**config.mk**
```make
export PLATFORM = sky130hd
export DESIGN_NAME = pt_walker
export DESIGN_NICKNAME = d
export VERILOG_FILES = /design/src/rtl/pt_walk_pkg.sv /design/src/rtl/pt_entry_decode.sv /design/src/rtl/pt_addr_gen.sv /design/src/rtl/pt_pa_form.sv /design/src/rtl/pt_walker.sv
export SDC_FILE = /design/constraint.sdc
export NUM_CORES = 1
export LEC_CHECK = 0
export ABC_AREA = 1
export BUFFER_PORTS_ARGS = -buffer_cell sky130_fd_sc_hd__buf_2
export CORE_MARGIN = 3
export CORE_UTILIZATION = 51
export CTS_BUF_LIST = sky130_fd_sc_hd__clkbuf_8
export CTS_CLUSTER_SIZE = 8
export DETAILED_ROUTE_END_ITERATION = 7
export PLACE_DENSITY = 0.79
export SLEW_MARGIN = 25
export SYNTH_ARGS = -nofsm -noshare
export SYNTH_HDL_FRONTEND = slang
export SYNTH_SLANG_ARGS = --single-unit
```
**constraint.sdc**
```tcl
create_clock -name clk_i -period 3.06 [get_ports clk_i]
set_clock_uncertainty 0.15 [all_clocks]
set_input_delay 0.306 -clock clk_i [delete_from_list [all_inputs] [get_ports clk_i]]
set_output_delay 0.306 -clock clk_i [all_outputs]
set_load 0.01 [all_outputs]
```
**src/rtl/pt_walk_pkg.sv**
```systemverilog
package pt_walk_pkg;
  typedef enum logic [1:0] {
    ET_INVALID = 2'd0,
    ET_TABLE   = 2'd1,
    ET_LEAF    = 2'd2,
    ET_RSVD    = 2'd3
  } ent_type_e;

  typedef enum logic [2:0] {
    S_IDLE, S_RD_REQ, S_RD_WAIT, S_WB_REQ, S_WB_WAIT
  } walk_st_e;

  localparam int REF_BIT = 5;
  localparam int MOD_BIT = 6;
  localparam logic [2:0] FT_INVALID = 3'd1;
  localparam logic [2:0] FT_XLATE   = 3'd4;
  localparam logic [1:0] PG_4K   = 2'd0;
  localparam logic [1:0] PG_256K = 2'd1;
  localparam logic [1:0] PG_16M  = 2'd2;
endpackage

```
**src/rtl/pt_entry_decode.sv**
```systemverilog
module pt_entry_decode
  import pt_walk_pkg::*;
(
  input  logic [31:0] entry_i,
  input  logic [1:0]  lvl_i,
  input  logic        bus_err_i,
  output logic        descend_o,
  output logic        leaf_o,
  output logic        fault_o,
  output logic [2:0]  ftype_o
);
  always_comb begin
    descend_o = 1'b0;
    leaf_o    = 1'b0;
    fault_o   = 1'b0;
    ftype_o   = 3'd0;
    if (bus_err_i) begin
      fault_o = 1'b1;
      ftype_o = FT_XLATE;
    end else begin
      unique case (ent_type_e'(entry_i[1:0]))
        ET_INVALID: begin fault_o = 1'b1; ftype_o = FT_INVALID; end
        ET_TABLE: begin
          if (lvl_i == 2'd3) begin fault_o = 1'b1; ftype_o = FT_XLATE; end
          else descend_o = 1'b1;
        end
        ET_LEAF: begin
          if (lvl_i == 2'd0) begin fault_o = 1'b1; ftype_o = FT_XLATE; end
          else leaf_o = 1'b1;
        end
        default: begin fault_o = 1'b1; ftype_o = FT_XLATE; end
      endcase
    end
  end
endmodule

```
**src/rtl/pt_addr_gen.sv**
```systemverilog
module pt_addr_gen #(
  parameter int CTX_W = 8,
  parameter int PA_W  = 36
) (
  input  logic [1:0]       lvl_i,
  input  logic [31:0]      root_i,
  input  logic [CTX_W-1:0] ctx_i,
  input  logic [31:0]      desc_i,
  input  logic [31:0]      va_i,
  output logic [PA_W-1:0]  addr_o
);
  logic [7:0]      idx;
  logic [PA_W-1:0] base;

  always_comb begin
    unique case (lvl_i)
      2'd1:    idx = va_i[31:24];
      2'd2:    idx = {2'b00, va_i[23:18]};
      2'd3:    idx = {2'b00, va_i[17:12]};
      default: idx = 8'd0;
    endcase
    if (lvl_i == 2'd0)
      addr_o = PA_W'({root_i, 4'b0000}) + PA_W'({ctx_i, 2'b00});
    else begin
      base   = PA_W'({desc_i[31:2], 6'b000000});
      addr_o = base + PA_W'({idx, 2'b00});
    end
  end
endmodule

```
**src/rtl/pt_pa_form.sv**
```systemverilog
module pt_pa_form
  import pt_walk_pkg::*;
#(
  parameter int PA_W = 36
) (
  input  logic [31:0]     leaf_i,
  input  logic [1:0]      lvl_i,
  input  logic [31:0]     va_i,
  output logic [PA_W-1:0] paddr_o,
  output logic [1:0]      size_o
);
  logic [PA_W-1:0] off;

  always_comb begin
    unique case (lvl_i)
      2'd1:    begin off = PA_W'({va_i[23:12], 12'h000}); size_o = PG_16M;  end
      2'd2:    begin off = PA_W'({va_i[17:12], 12'h000}); size_o = PG_256K; end
      default: begin off = '0;                            size_o = PG_4K;   end
    endcase
    paddr_o = PA_W'({leaf_i[31:8], 12'h000}) + off;
  end
endmodule

```
**src/rtl/pt_walker.sv**
```systemverilog
module pt_walker
  import pt_walk_pkg::*;
#(
  parameter  int CTX_W = 8,
  localparam int PA_W  = 36,
  localparam int FC_W  = 10
) (
  input  logic             clk_i,
  input  logic             rst_ni,
  input  logic             start_i,
  input  logic [31:0]      vaddr_i,
  input  logic             write_i,
  input  logic [31:0]      root_ptr_i,
  input  logic [CTX_W-1:0] ctx_i,
  output logic             busy_o,
  output logic             done_o,
  output logic             fault_o,
  output logic [FC_W-1:0]  fault_code_o,
  output logic [PA_W-1:0]  paddr_o,
  output logic [1:0]       page_size_o,
  output logic [31:0]      leaf_o,
  output logic             wr_ok_o,
  output logic             mem_req_o,
  output logic             mem_we_o,
  output logic [PA_W-1:0]  mem_addr_o,
  output logic [31:0]      mem_wdata_o,
  input  logic             mem_ack_i,
  input  logic [31:0]      mem_rdata_i,
  input  logic             mem_err_i
);
  walk_st_e         st_q;
  logic [1:0]       lvl_q;
  logic [31:0]      va_q, root_q, desc_q, leaf_q;
  logic             we_q, done_q, fault_q, wr_ok_q;
  logic [CTX_W-1:0] ctx_q;
  logic [PA_W-1:0]  fetch_addr_q, paddr_q, gen_addr, pa_next;
  logic [FC_W-1:0]  code_q;
  logic [1:0]       size_q, size_next;
  logic             dec_desc, dec_leaf, dec_fault;
  logic [2:0]       dec_ftype;
  logic [31:0]      leaf_upd;
  logic             need_wb;

  pt_addr_gen #(.CTX_W(CTX_W), .PA_W(PA_W)) u_addr (
    .lvl_i(lvl_q), .root_i(root_q), .ctx_i(ctx_q), .desc_i(desc_q),
    .va_i(va_q), .addr_o(gen_addr)
  );

  pt_entry_decode u_dec (
    .entry_i(mem_rdata_i), .lvl_i(lvl_q), .bus_err_i(mem_err_i),
    .descend_o(dec_desc), .leaf_o(dec_leaf), .fault_o(dec_fault),
    .ftype_o(dec_ftype)
  );

  pt_pa_form #(.PA_W(PA_W)) u_pa (
    .leaf_i(mem_rdata_i), .lvl_i(lvl_q), .va_i(va_q),
    .paddr_o(pa_next), .size_o(size_next)
  );

  always_comb begin
    leaf_upd = mem_rdata_i;
    leaf_upd[REF_BIT] = 1'b1;
    if (we_q) leaf_upd[MOD_BIT] = 1'b1;
    need_wb = !mem_rdata_i[REF_BIT] || (we_q && !mem_rdata_i[MOD_BIT]);
  end

  always_ff @(posedge clk_i or negedge rst_ni) begin
    if (!rst_ni) begin
      st_q <= S_IDLE;
      lvl_q <= '0; va_q <= '0; root_q <= '0; desc_q <= '0; leaf_q <= '0;
      we_q <= 1'b0; done_q <= 1'b0; fault_q <= 1'b0; wr_ok_q <= 1'b0;
      ctx_q <= '0; fetch_addr_q <= '0; paddr_q <= '0; code_q <= '0;
      size_q <= '0;
    end else begin
      done_q <= 1'b0;
      unique case (st_q)
        S_IDLE: if (start_i) begin
          va_q <= vaddr_i; we_q <= write_i; root_q <= root_ptr_i;
          ctx_q <= ctx_i; lvl_q <= 2'd0;
          st_q <= S_RD_REQ;
        end
        S_RD_REQ: begin
          fetch_addr_q <= gen_addr;
          st_q <= S_RD_WAIT;
        end
        S_RD_WAIT: if (mem_ack_i) begin
          if (dec_fault) begin
            fault_q <= 1'b1;
            code_q  <= {lvl_q, 3'b000, dec_ftype, 2'b00};
            done_q  <= 1'b1;
            st_q    <= S_IDLE;
          end else if (dec_desc) begin
            desc_q <= mem_rdata_i;
            lvl_q  <= lvl_q + 2'd1;
            st_q   <= S_RD_REQ;
          end else if (dec_leaf) begin
            fault_q <= 1'b0;
            code_q  <= '0;
            leaf_q  <= leaf_upd;
            wr_ok_q <= leaf_upd[MOD_BIT];
            paddr_q <= pa_next;
            size_q  <= size_next;
            if (need_wb) st_q <= S_WB_REQ;
            else begin
              done_q <= 1'b1;
              st_q   <= S_IDLE;
            end
          end
        end
        S_WB_REQ: st_q <= S_WB_WAIT;
        S_WB_WAIT: if (mem_ack_i) begin
          done_q <= 1'b1;
          st_q   <= S_IDLE;
        end
        default: st_q <= S_IDLE;
      endcase
    end
  end

  assign busy_o       = (st_q != S_IDLE);
  assign done_o       = done_q;
  assign fault_o      = fault_q;
  assign fault_code_o = code_q;
  assign paddr_o      = paddr_q;
  assign page_size_o  = size_q;
  assign leaf_o       = leaf_q;
  assign wr_ok_o      = wr_ok_q;
  assign mem_req_o    = (st_q == S_RD_REQ) || (st_q == S_WB_REQ);
  assign mem_we_o     = (st_q == S_WB_REQ);
  assign mem_addr_o   = (st_q == S_WB_REQ) ? fetch_addr_q : gen_addr;
  assign mem_wdata_o  = leaf_q;
endmodule

```
==> results.ini <==
[clock_network]
clk_path_buf_depth=2
cts-root-buf=clkbuf_8
cts_buffers=17
ctsHtreeMaxLevel=4
cts_sinks=194
cts.clk_slew.worst_paths_ps=120
cts_tree=built
clock_latency_ps=470

[synthesis]
ys_top_cells_by_count=499 x nand2_1, 194 x dfrtp_1, 165 x nor2_1
synthTopCellsByArea=dfrtp_1 41%, nand2_1 16%, nand3_1 5.2%
yosysWarnings=0
synth.distinct_cells=47
synthArstFlopShare=1.00
synth_area_mm2=0.0119
synth-edff-count=0
synthFlopType=dfrtp_1
synth_top_area_share=0.407
synthCells=1619
syn_area_per_cell_um2=7.36
synth_seq_cells=194
yosys.area.top_type=dfrtp_1
yosysSeqAreaShare=0.407
synth.most_common_cell=nand2_1

[sta]
setup_ws_ps=-457
slew_violations=0
fmax_mhz=284
tightest_slew_ps=1010
post-route-period-util=1.15
min_period_ps=3520
slew_headroom=0.326
holdWs_ps=17.5
hold_viol=0
tns_ps=-11450
finalSetupViolCount=30
rsz0062_at_grt=true

[flow_run]
drv_cap=0

[drt]
wl_met3_um=2350
vias=12005
ant_nets=0
vias_per_cell=5.26
wl_met2_um=18300
wl_per_cell_um=16.6
met1Wirelength_um=15400
drc_errors=0
drt_pass1_iterations=5
drt-initial-drc-count=817
highest_layer=met5
drt_wl_total_um=37800

[floorplan]
fp.dieArea_mm2=0.0252
ios=264
die_h_um=159
rows=55
die_w_um=159
fp.coreArea_mm2=0.0228
start_util=0.523

[worst_setup_path]
slowest_delay_ps=490
crit_type=reg2out
crit_family=simple AND/OR/NAND/NOR gates
crit_top_cell=nand2_2
cp_slowest_cell=dfrtp_2
critPathLaunchType=register
path_cells=inv_4 -> ha_4 -> nand2_2 -> nand3_2 -> nand2_2 -> inv_2 -> ha_4 -> fa_2 -> nand2_4 -> buf_6 -> o21ai_4 -> nand2_2 -> inv_2 -> nand2_2 -> or2_0 -> nand3_2 -> nand3_2 -> nand2_1 -> buf_2
worstPathArrival_ps=3060
cp_max_fo=4
end_kind=primary output
cp.required_ps=2600
crit_buf_inv=5

[run_status]
failed_checks=negative setup slack
status=finished with violations

[hold_path]
min_path_type=in2reg

[finish]
area_delta_synth_final_pct=30.0
utilization=0.680
stdcell_count=2283
final_layout_size_suffix_gt1_frac=0.277
filler_cell_count=1842
multi_input_area_mm2=0.00640
regArea_mm2=0.00486
nets=2102

[power]
p_per_area_mw_per_mm2=772
ir_drop_uv=453
power_w=0.0120
p_leak_nw=8.20

[grt]
antenna_found_initial=1
grt_start_max_net_pins=87
grt_pass1_vias=11833
track_usage=0.295
grt_pass1_wl_um=60400
grt_overflow=0

[placement]
port_buffers=231
routabilityCongestion=0.934
place_inst=2123
dp_hpwl_um=26300

repair_timing:
| item | in CTS | in global routing |
|---|---|---|
| hold buffers | 92 | 0 |
| pin swaps | 30 | 60 |
| setup buffers | 30 | 9 |
| endpoints found under the hold margin | 198 | 0 |
| setup endpoints to repair | 36 | 54 |
| resized for setup | 125 | 68 |
| gates cloned | 1 | 0 |
power by group:
| part | internal, W | switching, W |
|---|---|---|
| registers | 0.00333 | 0.000635 |
| clock network | 0.000613 | 0.00103 |
| logic | 0.00249 | 0.00387 |
| total | 0.00643 | 0.00554 |
worst paths after layout:
check	start	end	slack (ps)	cells after the start
setup reg to reg	lvl_q[0]	fetch_addr_q[24]	-410	25
setup / recovery	lvl_q[0]	mem_addr_o[30]	-460	19
hold / removal	mem_err_i	fault_code_o[2]	20	4
min in group asynchronous	rst_ni	leaf_o[3]	250	2
max in group asynchronous	rst_ni	paddr_o[13]	1610	3
hold reg to reg	fault_o	fault_o	330	2
registers in the layout, indices dropped and copies added, names as in the netlist:
| register | cells |
|---|---|
| ctx_q | 8 |
| desc_q | 30 |
| done_o | 1 |
| fault_code_o | 4 |
| fault_o | 1 |
| fetch_addr_q | 34 |
| leaf_o | 32 |
| lvl_q | 2 |
| paddr_o | 24 |
| page_size_o | 2 |
| root_q | 32 |
| st_q | 3 |
| va_q | 20 |
| we_q | 1 |
cells in the final DEF, fill, tap and decap left out, types with 5 or more instances in the layout:
cell type      count
inv_2             10
o21ai_2           12
nand2_4           10
nor2_4             7
ha_4              10
nand2_2           51
buf_4             58
buf_12             6
buf_6             18
nand4_1           18
nor3_1             9
nor2_2            15
xnor2_1            6
ha_1              23
conb_1            20
a21oi_2            9
nand3_1          107
buf_2            227
nor2_1           157
inv_6              6
o21ai_0           51
nand3b_1          10
mux2_2            28
nand3_2           19
dlygate4sd3_1     92
nor3_2             5
or2_0              5
nand2_1          447
clkbuf_8          19
a21oi_1           60
inv_1            149
dfrtp_1          192
o21ai_1           55
layer usage:
layer,vias to the layer above,track usage
met5,-,0
met4,2,0.142
met3,109,0.0490
met2,486,0.494
met1,5616,0.371
li1,5792,-
cells by family after synthesis:
family,Yosys count,synth area share
AOI/OAI and AO/OA,204,0.0911
xor gates and xnor gates,12,0.00882
DFF,194,0.407
buffers and inverters,266,0.110
and+or+nand+nor,874,0.311
muxes,32,0.0315
other,1,0.000315
adders and majority gates,36,0.0397
worst register-to-register path, delay by kind of cell, from the launching register on:
kind,cells,cell delay (ps)
AO/OA/AOI/OAI,1,160
adder cells (fa/ha/maj),3,530
buffers and inverters,10,1150
flip-flops,1,490
AND/OR/NAND/NOR,11,860
per-stage QoR:
step | instance area, µm² | worst slack, ps
after global routing | 15500 | -605
after floorplan | 12000 | 44.2
after detailed placement | 13300 | -147
after CTS | 15200 | -434
after global placement | 13300 | -76.4
final | 15500 | -457
cell type report:
class,instances,area share
clock inverter,14,0.00759
antenna,1,0.000161
multi-input combinational,1178,0.413
tap,313,0.0253
timing repair buffer,403,0.185
inverter,162,0.0400
clock buffer,18,0.0160
sequential,194,0.313
Power figures use the tool's default switching activity.
